$ cat src/rtl/io_dca_pkg.sv
package io_dca_pkg;
    typedef enum logic [1:0] {
        SEL_IO_MASK   = 2'd0,
        SEL_CORE_MASK = 2'd1,
        SEL_BYPASS    = 2'd2
    } cfg_sel_e;
endpackage

$ cat src/rtl/dca_tag_match.sv
module dca_tag_match #(
    parameter int WAYS = 11,
    parameter int TW   = 10,
    localparam int WIDX = $clog2(WAYS)
) (
    input  logic [WAYS-1:0][TW-1:0] tags,
    input  logic [WAYS-1:0]         valid,
    input  logic [TW-1:0]           tag,
    output logic                    hit,
    output logic [WIDX-1:0]         way
);
    logic [WAYS-1:0] match;

    for (genvar w = 0; w < WAYS; w++) begin : g_cmp
        assign match[w] = valid[w] && (tags[w] == tag);
    end

    always_comb begin
        hit = 1'b0;
        way = '0;
        for (int w = 0; w < WAYS; w++) begin
            if (!hit && match[w]) begin
                hit = 1'b1;
                way = WIDX'(w);
            end
        end
    end
endmodule

$ cat src/rtl/dca_rr_victim.sv
module dca_rr_victim #(
    parameter int WAYS = 11,
    localparam int WIDX = $clog2(WAYS)
) (
    input  logic [WAYS-1:0] mask,
    input  logic [WIDX-1:0] ptr,
    output logic            found,
    output logic [WIDX-1:0] way
);
    always_comb begin
        found = 1'b0;
        way   = '0;
        for (int k = 0; k < WAYS; k++) begin
            int i;
            i = int'(ptr) + k;
            if (i >= WAYS) i = i - WAYS;
            if (i >= WAYS) i = i - WAYS;
            if (!found && mask[i]) begin
                found = 1'b1;
                way   = WIDX'(i);
            end
        end
    end
endmodule

$ cat src/rtl/io_dca_ctrl.sv
module io_dca_ctrl
    import io_dca_pkg::*;
#(
    parameter int          WAYS          = 11,
    parameter int          SETS          = 4,
    parameter int          AW            = 12,
    parameter int          NPORT         = 2,
    parameter int          CNTW          = 16,
    parameter logic [10:0] IO_MASK_RST   = 11'h600,
    parameter logic [10:0] CORE_MASK_RST = 11'h1FF,
    localparam int SW   = $clog2(SETS),
    localparam int TW   = AW - SW,
    localparam int WIDX = $clog2(WAYS),
    localparam int PW   = (NPORT > 1) ? $clog2(NPORT) : 1
) (
    input  logic            clk,
    input  logic            rst_n,
    input  logic            dma_valid,
    input  logic            dma_write,
    input  logic            dma_full_line,
    input  logic [PW-1:0]   dma_port,
    input  logic [AW-1:0]   dma_addr,
    input  logic            core_valid,
    input  logic [AW-1:0]   core_addr,
    output logic            core_grant,
    input  logic            cfg_we,
    input  logic [1:0]      cfg_sel,
    input  logic [WAYS-1:0] cfg_wdata,
    output logic            rsp_valid,
    output logic            rsp_hit,
    output logic [WIDX-1:0] rsp_way,
    output logic            mem_wb_valid,
    output logic [AW-1:0]   mem_wb_addr,
    output logic            mem_fill,
    output logic            mem_rd,
    output logic            mem_wr,
    output logic [AW-1:0]   mem_addr,
    output logic [CNTW-1:0] cnt_wr_hit,
    output logic [CNTW-1:0] cnt_wr_miss,
    output logic [CNTW-1:0] cnt_rd_hit,
    output logic [CNTW-1:0] cnt_rd_miss
);
    localparam logic [WIDX-1:0] LAST_WAY = WIDX'(WAYS - 1);
    localparam logic [CNTW-1:0] ONE      = CNTW'(1);

    typedef struct packed {
        logic [SETS-1:0][WAYS-1:0][TW-1:0] tag;
        logic [SETS-1:0][WAYS-1:0]         vld;
        logic [SETS-1:0][WAYS-1:0]         dty;
        logic [SETS-1:0][WIDX-1:0]         io_ptr;
        logic [SETS-1:0][WIDX-1:0]         core_ptr;
        logic [WAYS-1:0]                   io_mask;
        logic [WAYS-1:0]                   core_mask;
        logic [NPORT-1:0]                  byp;
        logic                              rsp_valid;
        logic                              rsp_hit;
        logic [WIDX-1:0]                   rsp_way;
        logic                              wb_valid;
        logic [AW-1:0]                     wb_addr;
        logic                              fill;
        logic                              prd;
        logic                              pwr;
        logic [AW-1:0]                     maddr;
        logic [CNTW-1:0]                   c_wh;
        logic [CNTW-1:0]                   c_wm;
        logic [CNTW-1:0]                   c_rh;
        logic [CNTW-1:0]                   c_rm;
    } state_t;

    state_t s_d, s_q;

    logic            req_dma, req_core;
    logic [AW-1:0]   r_addr;
    logic [SW-1:0]   r_set;
    logic [TW-1:0]   r_tag;
    logic            hit;
    logic [WIDX-1:0] hit_way;
    logic            io_found, core_found;
    logic [WIDX-1:0] io_way, core_way;
    logic            io_alloc;

    assign req_dma    = dma_valid;
    assign req_core   = core_valid && !dma_valid;
    assign core_grant = req_core;
    assign r_addr     = req_dma ? dma_addr : core_addr;
    assign r_set      = r_addr[SW-1:0];
    assign r_tag      = r_addr[AW-1:SW];

    dca_tag_match #(.WAYS(WAYS), .TW(TW)) u_match (
        .tags (s_q.tag[r_set]),
        .valid(s_q.vld[r_set]),
        .tag  (r_tag),
        .hit  (hit),
        .way  (hit_way)
    );

    dca_rr_victim #(.WAYS(WAYS)) u_io_victim (
        .mask (s_q.io_mask),
        .ptr  (s_q.io_ptr[r_set]),
        .found(io_found),
        .way  (io_way)
    );

    dca_rr_victim #(.WAYS(WAYS)) u_core_victim (
        .mask (s_q.core_mask),
        .ptr  (s_q.core_ptr[r_set]),
        .found(core_found),
        .way  (core_way)
    );

    assign io_alloc = req_dma && dma_write && !s_q.byp[dma_port] && !hit && io_found;

    always_comb begin
        logic [WIDX-1:0] v;
        s_d           = s_q;
        s_d.rsp_valid = 1'b0;
        s_d.rsp_hit   = 1'b0;
        s_d.rsp_way   = '0;
        s_d.wb_valid  = 1'b0;
        s_d.wb_addr   = '0;
        s_d.fill      = 1'b0;
        s_d.prd       = 1'b0;
        s_d.pwr       = 1'b0;
        s_d.maddr     = '0;
        v             = '0;

        if (req_dma || req_core) begin
            s_d.rsp_valid = 1'b1;
            s_d.maddr     = r_addr;
        end

        if (req_dma && s_q.byp[dma_port]) begin
            if (dma_write) begin
                s_d.pwr = 1'b1;
                if (hit) s_d.vld[r_set][hit_way] = 1'b0;
            end else begin
                s_d.prd = 1'b1;
            end
        end else if (req_dma && dma_write) begin
            if (hit) begin
                s_d.rsp_hit                = 1'b1;
                s_d.rsp_way                = hit_way;
                s_d.dty[r_set][hit_way]    = 1'b1;
                s_d.c_wh                   = s_q.c_wh + ONE;
            end else begin
                s_d.c_wm = s_q.c_wm + ONE;
                if (io_found) begin
                    v                    = io_way;
                    s_d.rsp_way          = v;
                    s_d.fill             = !dma_full_line;
                    s_d.dty[r_set][v]    = 1'b1;
                    s_d.io_ptr[r_set]    = (v == LAST_WAY) ? '0 : v + 1'b1;
                end else begin
                    s_d.pwr = 1'b1;
                end
            end
        end else if (req_dma) begin
            if (hit) begin
                s_d.rsp_hit = 1'b1;
                s_d.rsp_way = hit_way;
                s_d.c_rh    = s_q.c_rh + ONE;
            end else begin
                s_d.prd  = 1'b1;
                s_d.c_rm = s_q.c_rm + ONE;
            end
        end else if (req_core) begin
            if (hit) begin
                s_d.rsp_hit = 1'b1;
                s_d.rsp_way = hit_way;
            end else if (core_found) begin
                v                   = core_way;
                s_d.rsp_way         = v;
                s_d.fill            = 1'b1;
                s_d.dty[r_set][v]   = 1'b0;
                s_d.core_ptr[r_set] = (v == LAST_WAY) ? '0 : v + 1'b1;
            end else begin
                s_d.prd = 1'b1;
            end
        end

        // install the new line and write back a dirty victim
        if (io_alloc || (req_core && !hit && core_found)) begin
            if (s_q.vld[r_set][v] && s_q.dty[r_set][v]) begin
                s_d.wb_valid = 1'b1;
                s_d.wb_addr  = {s_q.tag[r_set][v], r_set};
            end
            s_d.tag[r_set][v] = r_tag;
            s_d.vld[r_set][v] = 1'b1;
        end

        if (cfg_we) begin
            case (cfg_sel)
                SEL_IO_MASK:   s_d.io_mask   = cfg_wdata;
                SEL_CORE_MASK: s_d.core_mask = cfg_wdata;
                SEL_BYPASS:    s_d.byp       = cfg_wdata[NPORT-1:0];
                default:       ;
            endcase
        end
    end

    always_ff @(posedge clk) begin
        if (!rst_n) begin
            s_q           <= '0;
            s_q.io_mask   <= IO_MASK_RST[WAYS-1:0];
            s_q.core_mask <= CORE_MASK_RST[WAYS-1:0];
        end else begin
            s_q <= s_d;
        end
    end

    assign rsp_valid    = s_q.rsp_valid;
    assign rsp_hit      = s_q.rsp_hit;
    assign rsp_way      = s_q.rsp_way;
    assign mem_wb_valid = s_q.wb_valid;
    assign mem_wb_addr  = s_q.wb_addr;
    assign mem_fill     = s_q.fill;
    assign mem_rd       = s_q.prd;
    assign mem_wr       = s_q.pwr;
    assign mem_addr     = s_q.maddr;
    assign cnt_wr_hit   = s_q.c_wh;
    assign cnt_wr_miss  = s_q.c_wm;
    assign cnt_rd_hit   = s_q.c_rh;
    assign cnt_rd_miss  = s_q.c_rm;


    io_way_in_mask_chk: assert property (@(posedge clk) disable iff (!rst_n)
        io_alloc |-> s_q.io_mask[io_way]);


    hit_no_mem_chk: assert property (@(posedge clk) disable iff (!rst_n)
        rsp_hit |-> !(mem_fill || mem_wb_valid || mem_rd || mem_wr));


    wb_with_alloc_chk: assert property (@(posedge clk) disable iff (!rst_n)
        mem_wb_valid |-> (rsp_valid && !rsp_hit && !mem_rd && !mem_wr));


    one_mem_cmd_chk: assert property (@(posedge clk) disable iff (!rst_n)
        $countones({mem_fill, mem_rd, mem_wr}) <= 1);


    bypass_no_hit_chk: assert property (@(posedge clk) disable iff (!rst_n)
        (dma_valid && s_q.byp[dma_port]) |=> (!rsp_hit && (mem_rd || mem_wr)));


    cnt_step_chk: assert property (@(posedge clk) disable iff (!rst_n)
        rsp_valid |=> ((cnt_wr_miss - $past(cnt_wr_miss)) <= ONE));
endmodule

$ cat config.mk
export PLATFORM = sky130hd
export DESIGN_NAME = io_dca_ctrl
export DESIGN_NICKNAME = d
export VERILOG_FILES = /design/src/rtl/io_dca_pkg.sv /design/src/rtl/dca_tag_match.sv /design/src/rtl/dca_rr_victim.sv /design/src/rtl/io_dca_ctrl.sv
export SDC_FILE = /design/constraint.sdc
export NUM_CORES = 2
export LEC_CHECK = 0
export BUFFER_PORTS_ARGS = -buffer_cell sky130_fd_sc_hd__clkbuf_2
export CORE_MARGIN = 5
export CORE_UTILIZATION = 45
export DETAILED_ROUTE_END_ITERATION = 10
export GPL_ROUTABILITY_DRIVEN = 0
export PLACE_DENSITY_LB_ADDON = 0.12
export SYNTH_ARGS = -nofsm -noshare
export SYNTH_HDL_FRONTEND = slang
export SYNTH_SLANG_ARGS = --single-unit
export TNS_END_PERCENT = 100
$ cat constraint.sdc
create_clock -name clk -period 13.7 [get_ports clk]
set_clock_uncertainty 0.1 [all_clocks]
set_input_delay 0 -clock clk [delete_from_list [all_inputs] [get_ports clk]]
set_output_delay 0 -clock clk [all_outputs]
set_load 0.05 [all_outputs]
==> results.py <==
metrics = {
    "pwr": {
        "leakage_nw": 18.5,
        "vdd_drop_max_mv": 0.192,
        "p_per_area_mw_per_mm2": 197,
    },
    "setup_path": {
        "cp-start-kind": "register",
        "regToRegSetupSlack_ns": 1.64,
        "ff2ff_path_depth": 30,
        "r2r-start": "s_q[122]$_SDFFE_PN0P_",
        "cp_top_family": "simple AND/OR/NAND/NOR gates",
        "crit_path_end_kind": "register",
        "required_ns": 14.11,
        "cp.arrival_ns": 12.48,
        "critPathBufInv": 4,
        "cp_max_fo": 31,
        "rr_endpoint": "s_q[390]$_SDFFE_PN0P_",
        "criticalPathCategory": "reg -> reg",
        "crit_slowest_cell": "a211oi_1",
        "cpMostUsedCell": "ha_1",
        "slowest_delay_ns": 0.95,
    },
    "clock_tree": {
        "cts_resized": 0,
        "htree_num_levels": 3,
        "clock_latency_ns": 0.68,
        "clkSinkCount": 682,
        "clockBufferDepth": 3,
        "cts_made_buffers": 80,
        "cts.clk_slew.worst_paths_ns": 0.06,
        "root_buffer": "clkbuf_16",
        "cts_tree": "built",
    },
    "worst_hold_path": {
        "hold_class": "in -> reg",
        "min_from": "cfg_wdata[2]",
        "worstHoldPathCells": 4,
        "min_to": "s_q[113]$_SDFFE_PN0P_",
    },
    "yosys": {
        "avgSynthCellArea_um2": 7.59,
        "syn_area_mm2": 0.0477,
        "seq_area_frac_synth_pct": 28.6,
        "yosysUniqueCellTypes": 113,
        "ys.flop_type": "dfxtp_1",
        "synth_top_area_share_pct": 28.6,
        "synth-edff-count": 0,
        "syn-instance-count": 6286,
        "synth_seq_cells": 682,
        "yosysWarnings": 0,
        "synth_area_leaders": "dfxtp_1 (29%), a211oi_1 (7.8%), nor2_1 (7.2%)",
        "synth_fp_nets": 6410,
        "synthArstFlopShare_pct": 0,
        "synth_top_area_cell": "dfxtp_1",
    },
    "outcome": {
        "status": "finished clean",
    },
    "finish": {
        "fillCellCount": 10400,
        "layout.nets": 6191,
        "final_cell_mix": "nor2_1 (921), dfxtp_1 (682), nand2_1 (598), a211oi_1 (498), a21oi_1 (284)",
        "area_growth_pct": 8.67,
        "layout_commonest_cell": "nor2_1",
        "final_core_util_pct": 49.2,
        "drive_above_1_share_pct": 9.37,
    },
    "drt": {
        "dr.pass1.iters": 8,
        "viasPerCell": 6.37,
        "drt_iter0_drc": 5464,
        "vias": 47900,
        "post_drt_wl_per_cell_um": 23.6,
        "drc_errors": 0,
        "drtAntennaViolNets": 0,
        "wl_um": 177000,
    },
    "job": {
        "cap_violations": 0,
    },
    "sta": {
        "tightest_slew_ns": 1.25,
        "final-hold-violation-count": 0,
        "setup_viol": 0,
        "slew_violations": 0,
        "rsz0062_at_grt": "false",
        "finalSetupTns_ns": 0,
        "min_period_ns": 12.06,
        "finalWorstSetupSlack_ns": 1.64,
        "relSlewSlack_pct": 16.2,
        "fin_crit_sh_pct": 88.0,
        "max_freq_ghz": 0.0829,
    },
    "place": {
        "portBuffers": 143,
        "dpl_worst_slack_ns": 1.58,
        "hpwlAfterDp_um": 119000,
    },
    "global_routing": {
        "antenna_found_initial": 3,
        "overflow": 0,
        "grt_pass1_vias": 43700,
        "track_usage_pct": 29.7,
        "grt_pass1_wl_um": 268000,
        "grt_max_degree": 223,
    },
    "die": {
        "chipHeight_um": 336,
        "core_area_mm2": 0.105,
        "dieArea_mm2": 0.113,
        "row_count": 119,
        "ios": 144,
        "dieWidth_um": 336,
        "initial_core_util_pct": 45.3,
    },
}
## cell type report
type	count	area (µm²)	share of cell area [%]
Antenna cell	3	7.51	0.0145
Clock buffer	115	2330	4.51
Clock inverter	28	384	0.741
Inverter	132	503	0.971
Multi-Input combinational cell	4863	31100	60.0
Sequential cell	682	13700	26.3
Tap cell	1391	1740	3.36
Timing Repair Buffer	308	2130	4.10
## synthesized netlist by cell type (all sizes together), types with 62 or more instances
master and n:
a211oi 499, a21oi 284, a22oi 102, a31oi 141
and2 121, buf 238, clkbuf 371, dfxtp 682
ha 77, inv 120, mux2i 218, nand2 598
nand3 136, nand4 68, nor2 926, nor3 139
o211ai 79, o21a 62, o21ai 232, xnor2 219
xor2 62
## stage by stage
step | std cells | power, W | hold slack, ns | cell area [µm²]
CTS | 7519 | 0.0101 | 0.00982 | 51800
global placement | 7323 | 0.00780 | 0.154 | 48600
finish | 7522 | 0.0102 | 0.0355 | 51800
floorplan | 6286 | 0.00630 | 0.0240 | 47700
detailed placement | 7323 | 0.00782 | 0.169 | 48600
global route | 7519 | 0.0107 | 0.0567 | 51800
## sequential cells by signal (all words and copies together), names as in the netlist
signal	cells
cnt_wr_hit	16
mem_fill	1
cnt_rd_hit	16
rsp_way	4
mem_addr	12
rsp_valid	1
mem_wb_valid	1
mem_wr	1
s_q	584
mem_wb_addr	12
mem_rd	1
cnt_rd_miss	16
cnt_wr_miss	16
rsp_hit	1
## worst max-delay path by stage
stage | startpoint | endpoint | slack [ns] | depth (start not counted)
finish | s_q[122]$_SDFFE_PN0P_ | s_q[390]$_SDFFE_PN0P_ | 1.64 | 30
global route | s_q[122]$_SDFFE_PN0P_ | s_q[417]$_SDFFE_PN0P_ | 0.90 | 30
floorplan | s_q[122]$_SDFFE_PN0P_ | s_q[253]$_SDFFE_PN0P_ | 4.57 | 37
detailed placement | dma_valid | s_q[390]$_SDFFE_PN0P_ | 1.58 | 31
CTS | s_q[122]$_SDFFE_PN0P_ | s_q[390]$_SDFFE_PN0P_ | 2.01 | 30
global placement | dma_valid | s_q[385]$_SDFFE_PN0P_ | 1.67 | 31
## kinds of logic after synthesis
group / after synthesis / share of synthesized area (%)
AO/OA/AOI/OAI: 1912 / 28.5
XOR/XNOR: 282 / 5.29
adder cells (fa/ha/maj): 79 / 2.10
buffers and inverters: 741 / 6.91
flip-flops: 682 / 28.6
multiplexers: 275 / 6.25
AND/OR/NAND/NOR: 2315 / 22.3
## worst register-to-register path, delay by kind of cell (launching register included)
kind / cells / cell delay (ns)
XOR/XNOR: 1 / 0.81
buffers and inverters: 4 / 0.86
AO/OA/AOI/OAI: 9 / 3.36
adder cells (fa/ha/maj): 3 / 1.38
AND/OR/NAND/NOR: 11 / 4.44
flip-flops: 1 / 0.35
multiplexers: 2 / 0.63
## per-layer routing
metal	vias to the layer above	GRT usage, %	part of all wire (%)
li1	22500	-	-
met4	2	14.1	5.3
met5	-	0	0.0073
met1	22700	40.1	43
met3	490	4.84	8.3
met2	2264	46.5	44
## timing repair
action                                  4_1_cts  5_1_grt
hold buffers                                 53        0
buffers inserted                              0        0
endpoints found under the hold margin        84        0
endpoints found under the setup margin        0        0
## power by group
part | leakage (nW) | internal, W | switching, W
Clock | 1.34 | 0.00131 | 0.000911
Combinational | 11.7 | 0.00187 | 0.00380
Sequential | 5.51 | 0.00220 | 0.000142
Total | 18.5 | 0.00538 | 0.00485
Power figures use the tool's default switching activity.
